==> config.mk <==
export PLATFORM = sky130hd
export DESIGN_NAME = dma_ring_chan
export DESIGN_NICKNAME = d
export VERILOG_FILES = /design/src/rtl/dma_ring_pkg.sv /design/src/rtl/dma_ring_regs.sv /design/src/rtl/dma_ring_seq.sv /design/src/rtl/dma_ring_irq.sv /design/src/rtl/dma_ring_chan.sv
export SDC_FILE = /design/constraint.sdc
export NUM_CORES = 1
export LEC_CHECK = 0
export BUFFER_PORTS_ARGS = -buffer_cell sky130_fd_sc_hd__buf_2
export CAP_MARGIN = 20
export CORE_MARGIN = 2
export CORE_UTILIZATION = 55
export DETAILED_ROUTE_END_ITERATION = 8
export PLACE_DENSITY = 0.74
export SYNTH_ARGS = -nofsm -noshare
export SYNTH_HDL_FRONTEND = slang
export SYNTH_SLANG_ARGS = --single-unit
==> constraint.sdc <==
create_clock -name clk -period 5.5 [get_ports clk]
set_input_delay 0.55 -clock clk [delete_from_list [all_inputs] [get_ports clk]]
set_output_delay 0.55 -clock clk [all_outputs]
set_load 0.01 [all_outputs]
==> src/rtl/dma_ring_pkg.sv <==
package dma_ring_pkg;

  typedef enum logic [2:0] {
    R_CTRL = 3'd0,
    R_SRC  = 3'd1,
    R_DST  = 3'd2,
    R_CNT  = 3'd3,
    R_STAT = 3'd4
  } reg_idx_e;

  typedef enum logic [1:0] {
    DIR_P2M = 2'd0,
    DIR_M2P = 2'd1,
    DIR_M2M = 2'd2
  } dir_e;

  // packed so that it maps onto CTRL[7:1]
  typedef struct packed {
    logic [1:0] width;
    logic       dst_inc;
    logic       src_inc;
    logic [1:0] dir;
    logic       circ;
  } chan_cfg_t;

  function automatic logic [2:0] step_bytes(input logic [1:0] w);
    case (w)
      2'd0:    step_bytes = 3'd1;
      2'd1:    step_bytes = 3'd2;
      default: step_bytes = 3'd4;
    endcase
  endfunction

endpackage

==> src/rtl/dma_ring_regs.sv <==
module dma_ring_regs
  import dma_ring_pkg::*;
#(
  parameter int AW = 32,
  parameter int CW = 16
) (
  input  logic          clk,
  input  logic          rst,
  input  logic          cfg_wr,
  input  logic          cfg_rd,
  input  logic [2:0]    cfg_addr,
  input  logic [31:0]   cfg_wdata,
  output logic [31:0]   cfg_rdata,
  input  logic          busy,
  input  logic [CW-1:0] cur_cnt,
  input  logic          ht_flag,
  input  logic          tc_flag,
  output chan_cfg_t     cfg,
  output logic          ht_ie,
  output logic          tc_ie,
  output logic [AW-1:0] base_src,
  output logic [AW-1:0] base_dst,
  output logic [CW-1:0] base_cnt,
  output logic          start,
  output logic          stop_req,
  output logic          clr_ht,
  output logic          clr_tc
);

  logic lock;
  logic hit_ctrl, hit_src, hit_dst, hit_cnt, hit_stat;

  assign lock     = busy | start;
  assign hit_ctrl = cfg_wr && (cfg_addr == R_CTRL);
  assign hit_src  = cfg_wr && (cfg_addr == R_SRC);
  assign hit_dst  = cfg_wr && (cfg_addr == R_DST);
  assign hit_cnt  = cfg_wr && (cfg_addr == R_CNT);
  assign hit_stat = cfg_wr && (cfg_addr == R_STAT);

  assign clr_ht = hit_stat && cfg_wdata[0];
  assign clr_tc = hit_stat && cfg_wdata[1];

  always_ff @(posedge clk) begin
    if (rst) begin
      cfg      <= '0;
      ht_ie    <= 1'b0;
      tc_ie    <= 1'b0;
      base_src <= '0;
      base_dst <= '0;
      base_cnt <= '0;
      start    <= 1'b0;
      stop_req <= 1'b0;
    end else begin
      start <= 1'b0;
      if (!busy)
        stop_req <= 1'b0;
      else if (hit_ctrl && !cfg_wdata[0])
        stop_req <= 1'b1;
      if (!lock) begin
        if (hit_ctrl) begin
          cfg   <= chan_cfg_t'(cfg_wdata[7:1]);
          ht_ie <= cfg_wdata[8];
          tc_ie <= cfg_wdata[9];
          start <= cfg_wdata[0] && (base_cnt != '0);
        end
        if (hit_src) base_src <= cfg_wdata[AW-1:0];
        if (hit_dst) base_dst <= cfg_wdata[AW-1:0];
        if (hit_cnt) base_cnt <= cfg_wdata[CW-1:0];
      end
    end
  end

  always_ff @(posedge clk) begin
    if (rst) begin
      cfg_rdata <= '0;
    end else if (cfg_rd) begin
      case (cfg_addr)
        R_CTRL:  cfg_rdata <= {22'd0, tc_ie, ht_ie, cfg, lock};
        R_SRC:   cfg_rdata <= 32'(base_src);
        R_DST:   cfg_rdata <= 32'(base_dst);
        R_CNT:   cfg_rdata <= 32'(busy ? cur_cnt : base_cnt);
        R_STAT:  cfg_rdata <= {30'd0, tc_flag, ht_flag};
        default: cfg_rdata <= '0;
      endcase
    end
  end

endmodule

==> src/rtl/dma_ring_seq.sv <==
module dma_ring_seq
  import dma_ring_pkg::*;
#(
  parameter int AW = 32,
  parameter int DW = 32,
  parameter int CW = 16
) (
  input  logic          clk,
  input  logic          rst,
  input  logic          start,
  input  logic          stop_req,
  input  chan_cfg_t     cfg,
  input  logic [AW-1:0] base_src,
  input  logic [AW-1:0] base_dst,
  input  logic [CW-1:0] base_cnt,
  input  logic          per_req,
  input  logic          mem_ack,
  input  logic [DW-1:0] mem_rdata,
  output logic          busy,
  output logic [CW-1:0] cur_cnt,
  output logic          mem_req,
  output logic          mem_we,
  output logic [AW-1:0] mem_addr,
  output logic [1:0]    mem_size,
  output logic [DW-1:0] mem_wdata,
  output logic          per_ack,
  output logic          ht_evt,
  output logic          tc_evt
);

  localparam int LANES = DW / 8;

  typedef enum logic [2:0] {S_OFF, S_IDLE, S_RD, S_WR, S_GAP} st_e;
  st_e state;

  logic [AW-1:0] cur_src, cur_dst, stp;
  logic [CW-1:0] nxt, half;
  logic [DW-1:0] keep;
  logic          paced;

  assign busy  = (state != S_OFF);
  assign paced = (cfg.dir != DIR_M2M);
  assign stp   = AW'(step_bytes(cfg.width));
  assign nxt   = cur_cnt - CW'(1);
  assign half  = base_cnt >> 1;

  // byte lanes beyond the item size are cleared
  for (genvar g = 0; g < LANES; g++) begin : g_lane
    assign keep[g*8 +: 8] = (32'(g) < 32'(step_bytes(cfg.width))) ? 8'hFF : 8'h00;
  end

  always_ff @(posedge clk) begin
    if (rst) begin
      state     <= S_OFF;
      cur_src   <= '0;
      cur_dst   <= '0;
      cur_cnt   <= '0;
      mem_req   <= 1'b0;
      mem_we    <= 1'b0;
      mem_addr  <= '0;
      mem_size  <= '0;
      mem_wdata <= '0;
      per_ack   <= 1'b0;
      ht_evt    <= 1'b0;
      tc_evt    <= 1'b0;
    end else begin
      per_ack <= 1'b0;
      ht_evt  <= 1'b0;
      tc_evt  <= 1'b0;
      unique case (state)
        S_OFF: begin
          if (start) begin
            cur_src <= base_src;
            cur_dst <= base_dst;
            cur_cnt <= base_cnt;
            state   <= S_IDLE;
          end
        end
        S_IDLE: begin
          if (stop_req) begin
            state <= S_OFF;
          end else if (!paced || per_req) begin
            mem_req  <= 1'b1;
            mem_we   <= 1'b0;
            mem_addr <= cur_src;
            mem_size <= cfg.width;
            state    <= S_RD;
          end
        end
        S_RD: begin
          if (mem_ack) begin
            mem_we    <= 1'b1;
            mem_addr  <= cur_dst;
            mem_wdata <= mem_rdata & keep;
            state     <= S_WR;
          end
        end
        S_WR: begin
          if (mem_ack) begin
            mem_req <= 1'b0;
            mem_we  <= 1'b0;
            per_ack <= paced;
            ht_evt  <= (nxt == half);
            tc_evt  <= (nxt == '0);
            if (nxt == '0) begin
              if (cfg.circ) begin
                cur_src <= base_src;
                cur_dst <= base_dst;
                cur_cnt <= base_cnt;
                state   <= S_GAP;
              end else begin
                cur_cnt <= nxt;
                state   <= S_OFF;
              end
            end else begin
              cur_cnt <= nxt;
              if (cfg.src_inc) cur_src <= cur_src + stp;
              if (cfg.dst_inc) cur_dst <= cur_dst + stp;
              state <= S_GAP;
            end
          end
        end
        S_GAP: state <= stop_req ? S_OFF : S_IDLE;
        default: state <= S_OFF;
      endcase
    end
  end

endmodule

==> src/rtl/dma_ring_irq.sv <==
module dma_ring_irq (
  input  logic clk,
  input  logic rst,
  input  logic ht_evt,
  input  logic tc_evt,
  input  logic clr_ht,
  input  logic clr_tc,
  input  logic ht_ie,
  input  logic tc_ie,
  output logic ht_flag,
  output logic tc_flag,
  output logic irq
);

  always_ff @(posedge clk) begin
    if (rst) begin
      ht_flag <= 1'b0;
      tc_flag <= 1'b0;
      irq     <= 1'b0;
    end else begin
      ht_flag <= ht_evt | (ht_flag & ~clr_ht);
      tc_flag <= tc_evt | (tc_flag & ~clr_tc);
      irq     <= (ht_flag & ht_ie) | (tc_flag & tc_ie);
    end
  end

endmodule

==> src/rtl/dma_ring_chan.sv <==
module dma_ring_chan
  import dma_ring_pkg::*;
#(
  parameter int AW = 32,
  parameter int DW = 32,
  parameter int CW = 16
) (
  input  logic          clk,
  input  logic          rst,
  input  logic          cfg_wr,
  input  logic          cfg_rd,
  input  logic [2:0]    cfg_addr,
  input  logic [31:0]   cfg_wdata,
  output logic [31:0]   cfg_rdata,
  output logic          mem_req,
  output logic          mem_we,
  output logic [AW-1:0] mem_addr,
  output logic [1:0]    mem_size,
  output logic [DW-1:0] mem_wdata,
  input  logic [DW-1:0] mem_rdata,
  input  logic          mem_ack,
  input  logic          per_req,
  output logic          per_ack,
  output logic          irq
);

  chan_cfg_t     cfg_w;
  logic [1:0]    dir_w;
  logic          ht_ie_w, tc_ie_w, start_w, stop_w, clr_ht_w, clr_tc_w;
  logic          busy_w, ht_evt_w, tc_evt_w, ht_flag_w, tc_flag_w;
  logic [AW-1:0] base_src_w, base_dst_w;
  logic [CW-1:0] base_cnt_w, cur_cnt_w;

  assign dir_w = cfg_w.dir;

  dma_ring_regs #(.AW(AW), .CW(CW)) u_regs (
    .clk(clk), .rst(rst),
    .cfg_wr(cfg_wr), .cfg_rd(cfg_rd), .cfg_addr(cfg_addr),
    .cfg_wdata(cfg_wdata), .cfg_rdata(cfg_rdata),
    .busy(busy_w), .cur_cnt(cur_cnt_w),
    .ht_flag(ht_flag_w), .tc_flag(tc_flag_w),
    .cfg(cfg_w), .ht_ie(ht_ie_w), .tc_ie(tc_ie_w),
    .base_src(base_src_w), .base_dst(base_dst_w), .base_cnt(base_cnt_w),
    .start(start_w), .stop_req(stop_w),
    .clr_ht(clr_ht_w), .clr_tc(clr_tc_w)
  );

  dma_ring_seq #(.AW(AW), .DW(DW), .CW(CW)) u_seq (
    .clk(clk), .rst(rst),
    .start(start_w), .stop_req(stop_w), .cfg(cfg_w),
    .base_src(base_src_w), .base_dst(base_dst_w), .base_cnt(base_cnt_w),
    .per_req(per_req), .mem_ack(mem_ack), .mem_rdata(mem_rdata),
    .busy(busy_w), .cur_cnt(cur_cnt_w),
    .mem_req(mem_req), .mem_we(mem_we), .mem_addr(mem_addr),
    .mem_size(mem_size), .mem_wdata(mem_wdata),
    .per_ack(per_ack), .ht_evt(ht_evt_w), .tc_evt(tc_evt_w)
  );

  dma_ring_irq u_irq (
    .clk(clk), .rst(rst),
    .ht_evt(ht_evt_w), .tc_evt(tc_evt_w),
    .clr_ht(clr_ht_w), .clr_tc(clr_tc_w),
    .ht_ie(ht_ie_w), .tc_ie(tc_ie_w),
    .ht_flag(ht_flag_w), .tc_flag(tc_flag_w), .irq(irq)
  );

endmodule

## After elaboration in Yosys (flattened, before gate mapping)

Cells that the tools add are included.

| word-level totals | value |
|---|---|
| bits in registers | 280 |
| output and inout port bits | 102 |
| logic and storage cells | 155 |

| operators by class | value |
|---|---|
| $add $sub $neg | 3 |
| order comparisons | 4 |
| equal/unequal tests | 20 |
| muxes and demuxes | 45 |
| bitwise operators | 17 |
| reductions and logical operators | 38 |

Operator list:

| operator | number |
|---|---|
| $mux W32 | 13 |
| $pmux W32 S2 | 3 |
| $pmux W32 S5 | 1 |
| $mux W16 | 5 |
| $add A32 B3 Y32 | 2 |
| $and A32 B32 Y32 | 1 |
| $mux W8 | 4 |
| $pmux W16 S2 | 1 |
| $mux W3 | 7 |
| $eq A16 B15 Y1 | 1 |
| $logic_not A16 Y1 | 1 |
| $reduce_bool A16 Y1 | 1 |
| $sub A16 B1 Y16 const B | 1 |
| $pmux W3 S5 | 1 |
| $reduce_and A5 Y1 | 3 |
| $eq A3 B2 Y1 const B | 4 |
| $reduce_and A4 Y1 | 3 |
| $ne A2 B2 Y1 const B | 5 |
| $reduce_and A2 Y1 | 5 |
| $logic_and A1 B1 Y1 | 9 |
| $ne A3 B2 Y1 const B | 3 |
| $not A1 Y1 | 8 |
| $mux W1 | 7 |
| $eq A3 B1 Y1 const B | 2 |
| other kinds (20) | 36 |

## Longest topological paths before layout

Gate-level depths: netlist of the first run.

| depth | value |
|---|---|
| depth in word-level cells | 7 |
| mapped depth | 15 |
| mapped depth without buffers | 13 |

## Cells and area by module

A second synthesis of the first run with hierarchy kept.

| unflattened totals | value |
|---|---|
| cells, all modules | 1,811 |
| area, all modules | 14,164.8 µm² |

Modules (own cells, without submodules):

| module | instances | cells an instance | area each (µm²) | sequential area each (µm²) |
|---|---|---|---|---|
| dma_ring_seq | 1 | 1,162 | 8,778.4 | 3,083.0 |
| dma_ring_regs | 1 | 638 | 5,285.1 | 2,462.4 |
| dma_ring_irq | 1 | 11 | 101.3 | 60.1 |

## Worst setup path before layout of the first run

No wires, ideal clock.

| timing | value |
|---|---|
| path type | register to register |
| from | reg u_seq.cur_cnt[8] |
| to | reg u_seq.cur_src[21] |
| arrival | 3.590 ns |
| required time | 5.411 ns |
| path slack | 1.822 ns |
| stages on the path, launching flop included | 13 |
| period minus slack after synthesis | 3.678 ns |
| cell sequence | dfxtp_1 buf_2 or4_4 nor4_1 mux2_2 or4b_1 o31a_1 buf_2 a221o_1 nand2b_4 buf_6 buf_6 o32ai_2 |

| on the way | value |
|---|---|
| word-level cells in the longest chain between the ends | 5 |
| elaborated cells on any way between the ends | 8 |
| classes of those cells | 1 x add/sub; 2 x eq/ne; 3 x mux; 2 x reduce/logical |

RTL lines:

| what | line | source |
|---|---|---|
| start, declared | dma_ring_seq.sv:20 | `output logic [CW-1:0] cur_cnt,` |
| start signal, assigned | dma_ring_seq.sv:75 | `cur_cnt <= base_cnt;` |
| start signal, assigned | dma_ring_seq.sv:109 | `cur_cnt <= base_cnt;` |
| start signal, assigned | dma_ring_seq.sv:112 | `cur_cnt <= nxt;` |
| $sub A16 B1 Y16 (*) | dma_ring_seq.sv:44 | `assign nxt = cur_cnt - CW'(1);` |
| $logic_not A16 Y1 (*) | dma_ring_seq.sv:105 | `if (nxt == '0) begin` |
| $mux W32 | dma_ring_seq.sv:105 |  |
| $mux W32 | dma_ring_seq.sv:99 | `if (mem_ack) begin` |
| $pmux W32 S2 | dma_ring_seq.sv:70 | `unique case (state)` |
| end signal, assigned | dma_ring_seq.sv:73 | `cur_src <= base_src;` |
| end signal, assigned | dma_ring_seq.sv:107 | `cur_src <= base_src;` |
| end signal, assigned | dma_ring_seq.sv:117 | `if (cfg.src_inc) cur_src <= cur_src + stp;` |
| end, declared | dma_ring_seq.sv:36 | `logic [AW-1:0] cur_src, cur_dst, stp;` |

Mark *: on every way between the ends. The rest lies on a longest branch, timed or not. The select of a mux whose other input is x is not followed.
A chain may end at the register's enable or synchronous reset.

## Final worst setup path of the first run

| timing | value |
|---|---|
| from | reg u_seq.cur_cnt[0] |
| to | reg u_seq.cur_dst[28] |

| on the way | value |
|---|---|
| word-level cells in the longest chain between the ends | 5 |
| elaborated cells on any way between the ends | 8 |
| classes of those cells | 1 x add/sub; 2 x eq/ne; 3 x mux; 2 x reduce/logical |

RTL lines:

| what | line | source |
|---|---|---|
| $sub A16 B1 Y16 (*) | dma_ring_seq.sv:44 |  |
| $logic_not A16 Y1 (*) | dma_ring_seq.sv:105 |  |
| $mux W32 | dma_ring_seq.sv:105 |  |
| $mux W32 | dma_ring_seq.sv:99 |  |
| $pmux W32 S2 | dma_ring_seq.sv:70 |  |
| end signal, assigned | dma_ring_seq.sv:74 | `cur_dst <= base_dst;` |
| end signal, assigned | dma_ring_seq.sv:108 | `cur_dst <= base_dst;` |
| end signal, assigned | dma_ring_seq.sv:118 | `if (cfg.dst_inc) cur_dst <= cur_dst + stp;` |
| end, declared | dma_ring_seq.sv:36 |  |

Marks and branches as above.

==> results of run 1 <==
## through the flow
step / util [%] / std cells
CTS: 63.6 / 2248
detailed placement: 59.7 / 2194
finish: 63.7 / 2250
global route: 63.6 / 2248
global placement: 59.5 / 2193
floorplan: - / 1808
## how the worst max path moves through the flow
stage	start	end	slack, ns	cells past startpoint
global route	u_seq.cur_cnt[0]	u_seq.cur_dst[30]	0.75	11
detailed placement	u_seq.cur_cnt[0]	u_seq.cur_dst[28]	1.06	11
finish	u_seq.cur_cnt[0]	u_seq.cur_dst[28]	0.97	11
global placement	u_seq.cur_cnt[0]	u_seq.cur_dst[23]	1.21	11
CTS	u_seq.cur_cnt[0]	u_seq.cur_dst[28]	1.03	11
floorplan	u_seq.cur_cnt[8]	u_seq.cur_src[21]	1.82	12
## registers in the layout (all words and copies together), names as in the netlist, 2 cells and up
register          count
u_seq.mem_size        2
u_seq.mem_addr       32
u_regs.cfg            7
u_seq.cur_src        32
u_seq.mem_wdata      32
u_regs.cfg_rdata     32
u_regs.base_dst      32
u_regs.base_src      32
u_seq.state           3
u_seq.cur_dst        32
u_regs.base_cnt      16
u_seq.cur_cnt        16
## per-layer routing
metal	share of wire [%]	vias to the layer above	global-route usage, %
li1	-	6570	-
met1	44	6525	46.6
met2	44	673	49.2
met3	10	66	6.42
met4	2.2	0	8.05
met5	0	-	0
## cells by family (layout without fill, tap and decap cells)
logic type	count (synthesis)	in the layout	share of synthesized area (%)
other	0	2	0
flip-flops	280	280	40.2
XOR/XNOR	27	27	1.70
multiplexers	39	39	2.81
AND/OR/NAND/NOR	720	720	24.3
AO/OA/AOI/OAI	521	521	23.9
adder cells (fa/ha/maj)	11	11	1.09
buffers and inverters	210	320	6.02
## area by class of cell
class	count	area, sq um
well taps	330	413
clock inverters	9	130
diodes	2	5.00
fillers	2216	9100
inverters	61	229
multi-input cells	1318	7530
flip-flops and latches	280	5610
repair buffers	205	1160
clock buffers	45	866
## Yosys cell counts (4+ instances only)
cell type,n
sky130_fd_sc_hd__o31ai_1,5
sky130_fd_sc_hd__o21ai_1,5
sky130_fd_sc_hd__nor4_1,22
sky130_fd_sc_hd__nand3b_1,10
sky130_fd_sc_hd__nand3_1,53
sky130_fd_sc_hd__clkbuf_1,121
sky130_fd_sc_hd__xor2_1,7
sky130_fd_sc_hd__or3_1,12
sky130_fd_sc_hd__and2_1,7
sky130_fd_sc_hd__buf_2,16
sky130_fd_sc_hd__xnor2_1,20
sky130_fd_sc_hd__or2_2,6
sky130_fd_sc_hd__inv_1,60
sky130_fd_sc_hd__nor3_1,60
sky130_fd_sc_hd__a21oi_1,299
sky130_fd_sc_hd__o32ai_1,24
sky130_fd_sc_hd__mux2i_1,38
sky130_fd_sc_hd__dfxtp_1,280
sky130_fd_sc_hd__a31oi_1,13
sky130_fd_sc_hd__nand4_1,18
sky130_fd_sc_hd__nor2b_1,49
sky130_fd_sc_hd__nand2_1,262
sky130_fd_sc_hd__or4_1,5
sky130_fd_sc_hd__buf_1,7
sky130_fd_sc_hd__a211oi_1,43
sky130_fd_sc_hd__buf_6,4
sky130_fd_sc_hd__and3_1,17
sky130_fd_sc_hd__ha_1,9
sky130_fd_sc_hd__o32ai_2,20
sky130_fd_sc_hd__a21o_1,4
sky130_fd_sc_hd__nor3b_1,10
sky130_fd_sc_hd__o211ai_1,15
sky130_fd_sc_hd__a22o_1,24
sky130_fd_sc_hd__nor2_1,169
sky130_fd_sc_hd__o21ai_0,31
sky130_fd_sc_hd__nor4b_1,4
sky130_fd_sc_hd__o22ai_1,8
sky130_fd_sc_hd__o311ai_0,4
sky130_fd_sc_hd__and4_1,4
## worst max-delay path: cells and delay by family, from the launching register on
family                     cells  cell delay (ns)
buffers and inverters          2             0.35
DFF                            1             0.46
AOI/OAI and AO/OA              3             1.17
and+or+nand+nor                4             1.89
xor gates and xnor gates       1             0.19
adders and majority gates      1             0.36
## power by group
group          switching, mW  total, mW  leakage (nW)  internal [mW]
combinational          0.162      0.240          3.00         0.0777
clock                  0.832       2.05         0.488           1.22
sequential            0.0263       2.08          2.26           2.05
==> metrics.txt, run 1 <==
Total Negative Setup Slacks=0 ns; max-slew violation total from the final report=0; worst slack after detailed placement=1.06 ns; H-Tree Level Count=1; total of warnings raised by yosys=0; CTS clk-pin slew, worst paths=0.06 ns; Cell Area, Synth=0.0139 sq mm; number of enable flip-flop cells after synthesis=0; power per cell area=between 200 and 300 mW/mm^2; number of resized instances in the post-cts repair step=0; path category of the worst min-delay check=in2reg; overall power of the completed layout=approximately 4.4 mW; initial core utilization=between 50% and 60%; Mapped Nets=1,892; number of hold-slack violations in the final timing report=0; Layout Area Growth over Synthesis=14.3%; detailed-route wire length per cell=between 15 and 20 um; post-synthesis area per instance=approximately 7.7 sq um; gpl congestion=0.919; antenna violations before repair=2; share of final-layout standard cells stronger than drive strength 1=between 10% and 20%; hold-fix buffers at CTS=0; worst hold endpoint=u_seq.mem_wdata[5]; site row count=58; cts bufs inserted=29; total via count in the routed design=13,834; post-synthesis sequential element count=280; post-synth top area cell=sky130_fd_sc_hd__dfxtp_1; share of async-settable or async-resettable flops after synthesis=0%; critical path's slowest cell=sky130_fd_sc_hd__or4b_1; slack of the critical path=between 0.9 and 1 ns; RSZ-0062 raised after global routing=no; crit path cell chain=inv_1 > ha_1 > or3b_1 > nor4_1 > xor2_1 > or4b_1 > o31a_2 > a221o_1 > buf_4 > nand2b_4 > o21ai_0; Post-route DRC=0; area inside the core boundary=roughly 0.025 sq mm; synthesized instance count=between 1,500 and 2,000; max-cap violation count=0; initial DRC count=1,649; top cells by area, synth=sky130_fd_sc_hd__dfxtp_1, sky130_fd_sc_hd__a21oi_1, sky130_fd_sc_hd__nand2_1; final setup vio count=0; IR Drop Worst-Case VDD=0.208 mV; share of the clock period used by the worst path=82.4%; largest net degree at the start of global routing=94; final instance area=0.0159 sq mm; worst r2r path cells=11; max incr delay on CP=roughly 0.65 ns; width of the die=163 um; Root Buffer=sky130_fd_sc_hd__clkbuf_16; count of TritonRoute iterations in the first routing pass=5; top library cells by usage in the layout, fill and taps aside=sky130_fd_sc_hd__a21oi_1, sky130_fd_sc_hd__dfxtp_1, sky130_fd_sc_hd__nand2_1; highest clock rate=around 0.22 GHz; min-delay src=mem_rdata[5]; endpoint arrival time on the critical path=approximately 5 ns; clock net sink count=280; most frequent standard cell in the layout excluding fill and tap cells=sky130_fd_sc_hd__a21oi_1; capture instance of the worst register-to-register path=u_seq.cur_dst[28]; first-pass GRT wire length=a little under 70,000 um; NumNets Final=slightly below 2,000; buffer levels on the longest clock path=3; aggregate global-route resource usage=around 32%; clock tree from TritonCTS=built; IO Pins=roughly 180; worst rel slew slack=31.1%; sequential fraction of the synthesis area=40.2%; clock latency on the worst-skew pair=~0.56 ns; post-CTS setup buffer count=0; detailed-route wire length=43,900 um; vias per cell=6.15; worst hold slack=approximately 0.22 ns; data required time at the worst endpoint=5.97 ns; count of nets left with antenna violations after detail routing=0; commonest register cell after synthesis=sky130_fd_sc_hd__dfxtp_1; crit start category=flip-flop; startpoint of the lowest-slack register-to-register path=u_seq.cur_cnt[0]; via count of the first global-routing pass=roughly 12,000; Leak=about 5.7 nW; unique cell type count in the Yosys netlist=70; fin crit period=~4.5 ns; DP Area=~0.015 sq mm; Yosys top cell area share=between 40% and 50%; total of buffers placed on input and output ports=roughly 170; worst hold path depth=3; placed wire-length estimate=a little over 30,000 um; Vert. Die Dim=between 150 and 200 um; Final Skew=0.0193 ns; top fanout value on the critical path=29; measured slew at the worst slew-check pin=1.03 ns; outcome=completed; Die ar.=approximately 0.027 sq mm; remaining global-route overflow=0; Worst Setup End Kind=flip-flop; Worst Path Class, Setup=reg2reg; R2R setup slack=approximately 0.97 ns
Note: power is estimated with default switching activity, not from simulation.
==> run 2, diff against run 1 <==
--- a/config.mk
+++ b/config.mk
@@ -5,6 +5,7 @@
 export SDC_FILE = /design/constraint.sdc
 export NUM_CORES = 1
 export LEC_CHECK = 0
+export ABC_AREA = 1
 export BUFFER_PORTS_ARGS = -buffer_cell sky130_fd_sc_hd__buf_2
 export CAP_MARGIN = 20
 export CORE_MARGIN = 2
==> constraint.sdc (replaced) <==
create_clock -name clk -period 4.5 [get_ports clk]
set_input_delay 0.45 -clock clk [delete_from_list [all_inputs] [get_ports clk]]
set_output_delay 0.45 -clock clk [all_outputs]
set_load 0.01 [all_outputs]
==> run 2 against run 1 <==
Critical path depth grew 3. Sequential cell count is the same. First-iteration DRC count shrank 15%. Critical endpoint is now u_seq.cur_dst[27].
==> metrics.txt, run 2 <==
outcome=completed; count of nets left with antenna violations after detail routing=0 (unchanged); worst hold path depth=3 (unchanged); placed wire-length estimate=32,300 um (+4.4%); IR Drop Worst-Case VDD=0.343 mV (+65%); crit path cell chain=nor2_1 > clkinv_1 > ha_1 > ha_1 > nand3_1 > nand3_1 > nand2_1 > nor3_1 > nand4_1 > xnor2_1 > o21ai_1 > nand2_1 > nand2_1 > nor2_1; vias per cell=5.66 (-8.0%); antenna violations before repair=0 (-2); final instance area=0.0160 sq mm (+0.28%); total of warnings raised by yosys=0 (unchanged); max-cap violation count=0 (unchanged); total via count in the routed design=14,547 (+5.2%); max incr delay on CP=0.51 ns (-0.14 ns); clock latency on the worst-skew pair=0.55 ns (about the same); CTS clk-pin slew, worst paths=0.06 ns (about the same); synthesized instance count=2,115 (+17%); worst r2r path cells=14 (+3); number of enable flip-flop cells after synthesis=0 (unchanged); power per cell area=560 mW/mm^2 (+100%); data required time at the worst endpoint=4.94 ns (-1.03 ns); Worst Setup End Kind=flip-flop; cts bufs inserted=29 (unchanged); Leak=6.86 nW (+19%); post-synthesis area per instance=6.71 sq um (-13%); max-slew violation total from the final report=0 (unchanged); final cell utilization of the core=63.3% (-0.37 points); detailed-route wire length per cell=17.4 um (-11%); Vert. Die Dim=165 um (+0.83%); hold-fix buffers at CTS=0 (unchanged); buffer levels on the longest clock path=3 (unchanged); first-pass GRT wire length=70,300 um (+2.2%); most repeated cell in the gate-level netlist after synthesis=sky130_fd_sc_hd__nand2_1; Antenna Diode Count=0 (-2); worst hold endpoint=u_seq.mem_wdata[2]; final setup vio count=0 (unchanged); via count of the first global-routing pass=13,057 (+5.0%); endpoint arrival time on the critical path=4.05 ns (-0.95 ns); measured slew at the worst slew-check pin=0.975 ns (-0.0574 ns); crit start category=flip-flop; area inside the core boundary=0.0253 sq mm (+0.87%); NumNets Final=2,307 (+17%); startpoint of the lowest-slack register-to-register path=u_regs.cfg[6]; post-synth top area cell=sky130_fd_sc_hd__dfxtp_1; gpl congestion=0.998 (+8.5%); R2R setup slack=0.89 ns (-0.08 ns); count of TritonRoute iterations in the first routing pass=6 (+1); path category of the worst min-delay check=in2reg; critical path's slowest cell=sky130_fd_sc_hd__nor3_1; width of the die=165 um (+0.83%); number of resized instances in the post-cts repair step=0 (unchanged); aggregate global-route resource usage=32.5% (+0.24 points); dpl cells=2,522 (+15%); highest clock rate=0.277 GHz (+26%); clock net sink count=280 (unchanged); worst rel slew slack=34.9% (+3.8 points); top cells by area, synth=sky130_fd_sc_hd__dfxtp_1, sky130_fd_sc_hd__nand2_1, sky130_fd_sc_hd__o21ai_0; detailed-route wire length=44,600 um (+1.6%); post-synthesis sequential element count=280 (unchanged); capture instance of the worst register-to-register path=u_seq.cur_dst[27]; initial DRC count=1,400 (-15%); share of the clock period used by the worst path=80.2% (-2.2 points); initial core utilization=56.2% (+0.46 points); commonest register cell after synthesis=sky130_fd_sc_hd__dfxtp_1; Final Skew=0.0116 ns (-0.00769 ns); largest net degree at the start of global routing=83 (-12%); remaining global-route overflow=0 (unchanged); Worst Path Class, Setup=reg2reg; Die ar.=0.0271 sq mm (+1.7%); IO Pins=175 (unchanged); Root Buffer=sky130_fd_sc_hd__clkbuf_16; site row count=58 (unchanged); DP Area=0.0151 sq mm (+1.0%); fin crit period=3.61 ns (-0.921 ns); Mapped Nets=2,199 (+16%); total of buffers placed on input and output ports=174 (unchanged); Yosys top cell area share=39.5% (-0.67 points); commonest cells in the synthesized netlist=sky130_fd_sc_hd__nand2_1, sky130_fd_sc_hd__dfxtp_1, sky130_fd_sc_hd__nor2_1; sequential fraction of the synthesis area=39.5% (-0.67 points); number of fill cells=2,390 (+7.9%); H-Tree Level Count=1 (unchanged); number of hold-slack violations in the final timing report=0 (unchanged); most frequent standard cell in the layout excluding fill and tap cells=sky130_fd_sc_hd__nand2_1; top fanout value on the critical path=9 (-69%); Post-route DRC=0 (unchanged); Total Negative Setup Slacks=0 ns (unchanged); clock tree from TritonCTS=built; unique cell type count in the Yosys netlist=40 (-43%); most frequent CP cell=sky130_fd_sc_hd__nand2_1; Cell Area, Synth=0.0142 sq mm (+1.7%); Layout Area Growth over Synthesis=12.7%; top library cells by usage in the layout, fill and taps aside=sky130_fd_sc_hd__nand2_1, sky130_fd_sc_hd__dfxtp_1, sky130_fd_sc_hd__nor2_1; RSZ-0062 raised after global routing=no; min-delay src=mem_rdata[2]; Final Non-Filler Cells=2,572 (+14%); post-CTS setup buffer count=0 (unchanged); share of async-settable or async-resettable flops after synthesis=0% (unchanged); share of final-layout standard cells stronger than drive strength 1=11.8% (-3.4 points)
[run 2: cell count changes after synthesis, moves of 38 or more]
cell,delta
sky130_fd_sc_hd__nand2_1,+230
sky130_fd_sc_hd__o21ai_0,+171
sky130_fd_sc_hd__a21oi_1,-118
sky130_fd_sc_hd__inv_1,+115
sky130_fd_sc_hd__nor2_1,+90
sky130_fd_sc_hd__nand3_1,+74
sky130_fd_sc_hd__nor2b_1,-49
sky130_fd_sc_hd__clkbuf_1,-44
sky130_fd_sc_hd__a211oi_1,-43
sky130_fd_sc_hd__xor2_1,+40
sky130_fd_sc_hd__mux2i_1,-38
[run 2: cell families after synthesis]
kind of cell               count (synthesis)  synth area share, %
and+or+nand+nor                          968                 28.2
adders and majority gates                 11                 1.08
DFF                                      280                 39.5
xor gates and xnor gates                  69                 4.26
AOI/OAI and AO/OA                        484                 18.1
buffers and inverters                    303                 8.90
[run 2: power by group]
group / leakage [nW] / total [mW] / internal [mW] / switching (mW)
Combinational: 4.14 / 3.04 / 1.04 / 2.00
Sequential: 2.27 / 3.60 / 3.01 / 0.594
Clock: 0.441 / 2.32 / 1.32 / 1.00
Total: 6.86 / 8.96 / 5.36 / 3.60
[run 2: worst max path at each step]
stage	start	to	slack, ns	cells after the start
2_1_floorplan	u_regs.cfg[6]	u_seq.cur_dst[30]	1.93	16
3_3_place_gp	u_regs.cfg[6]	u_seq.cur_dst[27]	1.03	14
3_5_place_dp	u_regs.cfg[6]	u_seq.cur_dst[27]	1.01	14
4_1_cts	u_regs.cfg[6]	u_seq.cur_dst[27]	1.01	14
5_1_grt	u_regs.cfg[6]	u_seq.cur_dst[27]	0.50	14
6_report	u_regs.cfg[6]	u_seq.cur_dst[27]	0.89	14
[run 2: final cells by class]
cell class / instances / area (sq um) / area share, %
Clock buffer: 42 / 825 / 5.16
Clock inverter: 8 / 67.6 / 0.423
Inverter: 187 / 704 / 4.41
Multi-Input combinational cell: 1532 / 7330 / 45.9
Sequential cell: 280 / 5610 / 35.1
Tap cell: 330 / 413 / 2.58
Timing Repair Buffer: 193 / 1040 / 6.50
[run 2: per-stage QoR]
| stage | setup WS, ns | power (mW) | hold slack [ns] |
|---|---|---|---|
| after global routing | 0.505 | 9.55 | 0.127 |
| after CTS | 1.01 | 8.94 | 0.111 |
| final | 0.890 | 8.96 | 0.129 |
| after detailed placement | 1.01 | 6.62 | 0.442 |
| after global placement | 1.03 | 6.55 | 0.435 |
| after floorplan | 1.93 | 5.74 | 0.415 |
[run 2: layer usage]
metal | GRT usage, % | routed length, um
met1 | 47.0 | 20100
met2 | 50.8 | 19500
met3 | 5.83 | 4010
met4 | 6.88 | 1000
met5 | 0 | 0
[run 2: worst max-delay path, delay by kind of cell (launching register included)]
family                   cells  cell delay (ns)
AO/OA/AOI/OAI                1             0.13
buffers and inverters        1             0.33
AND/OR/NAND/NOR              9             1.61
XOR/XNOR                     1             0.18
adder cells (fa/ha/maj)      2             0.89
flip-flops                   1             0.36
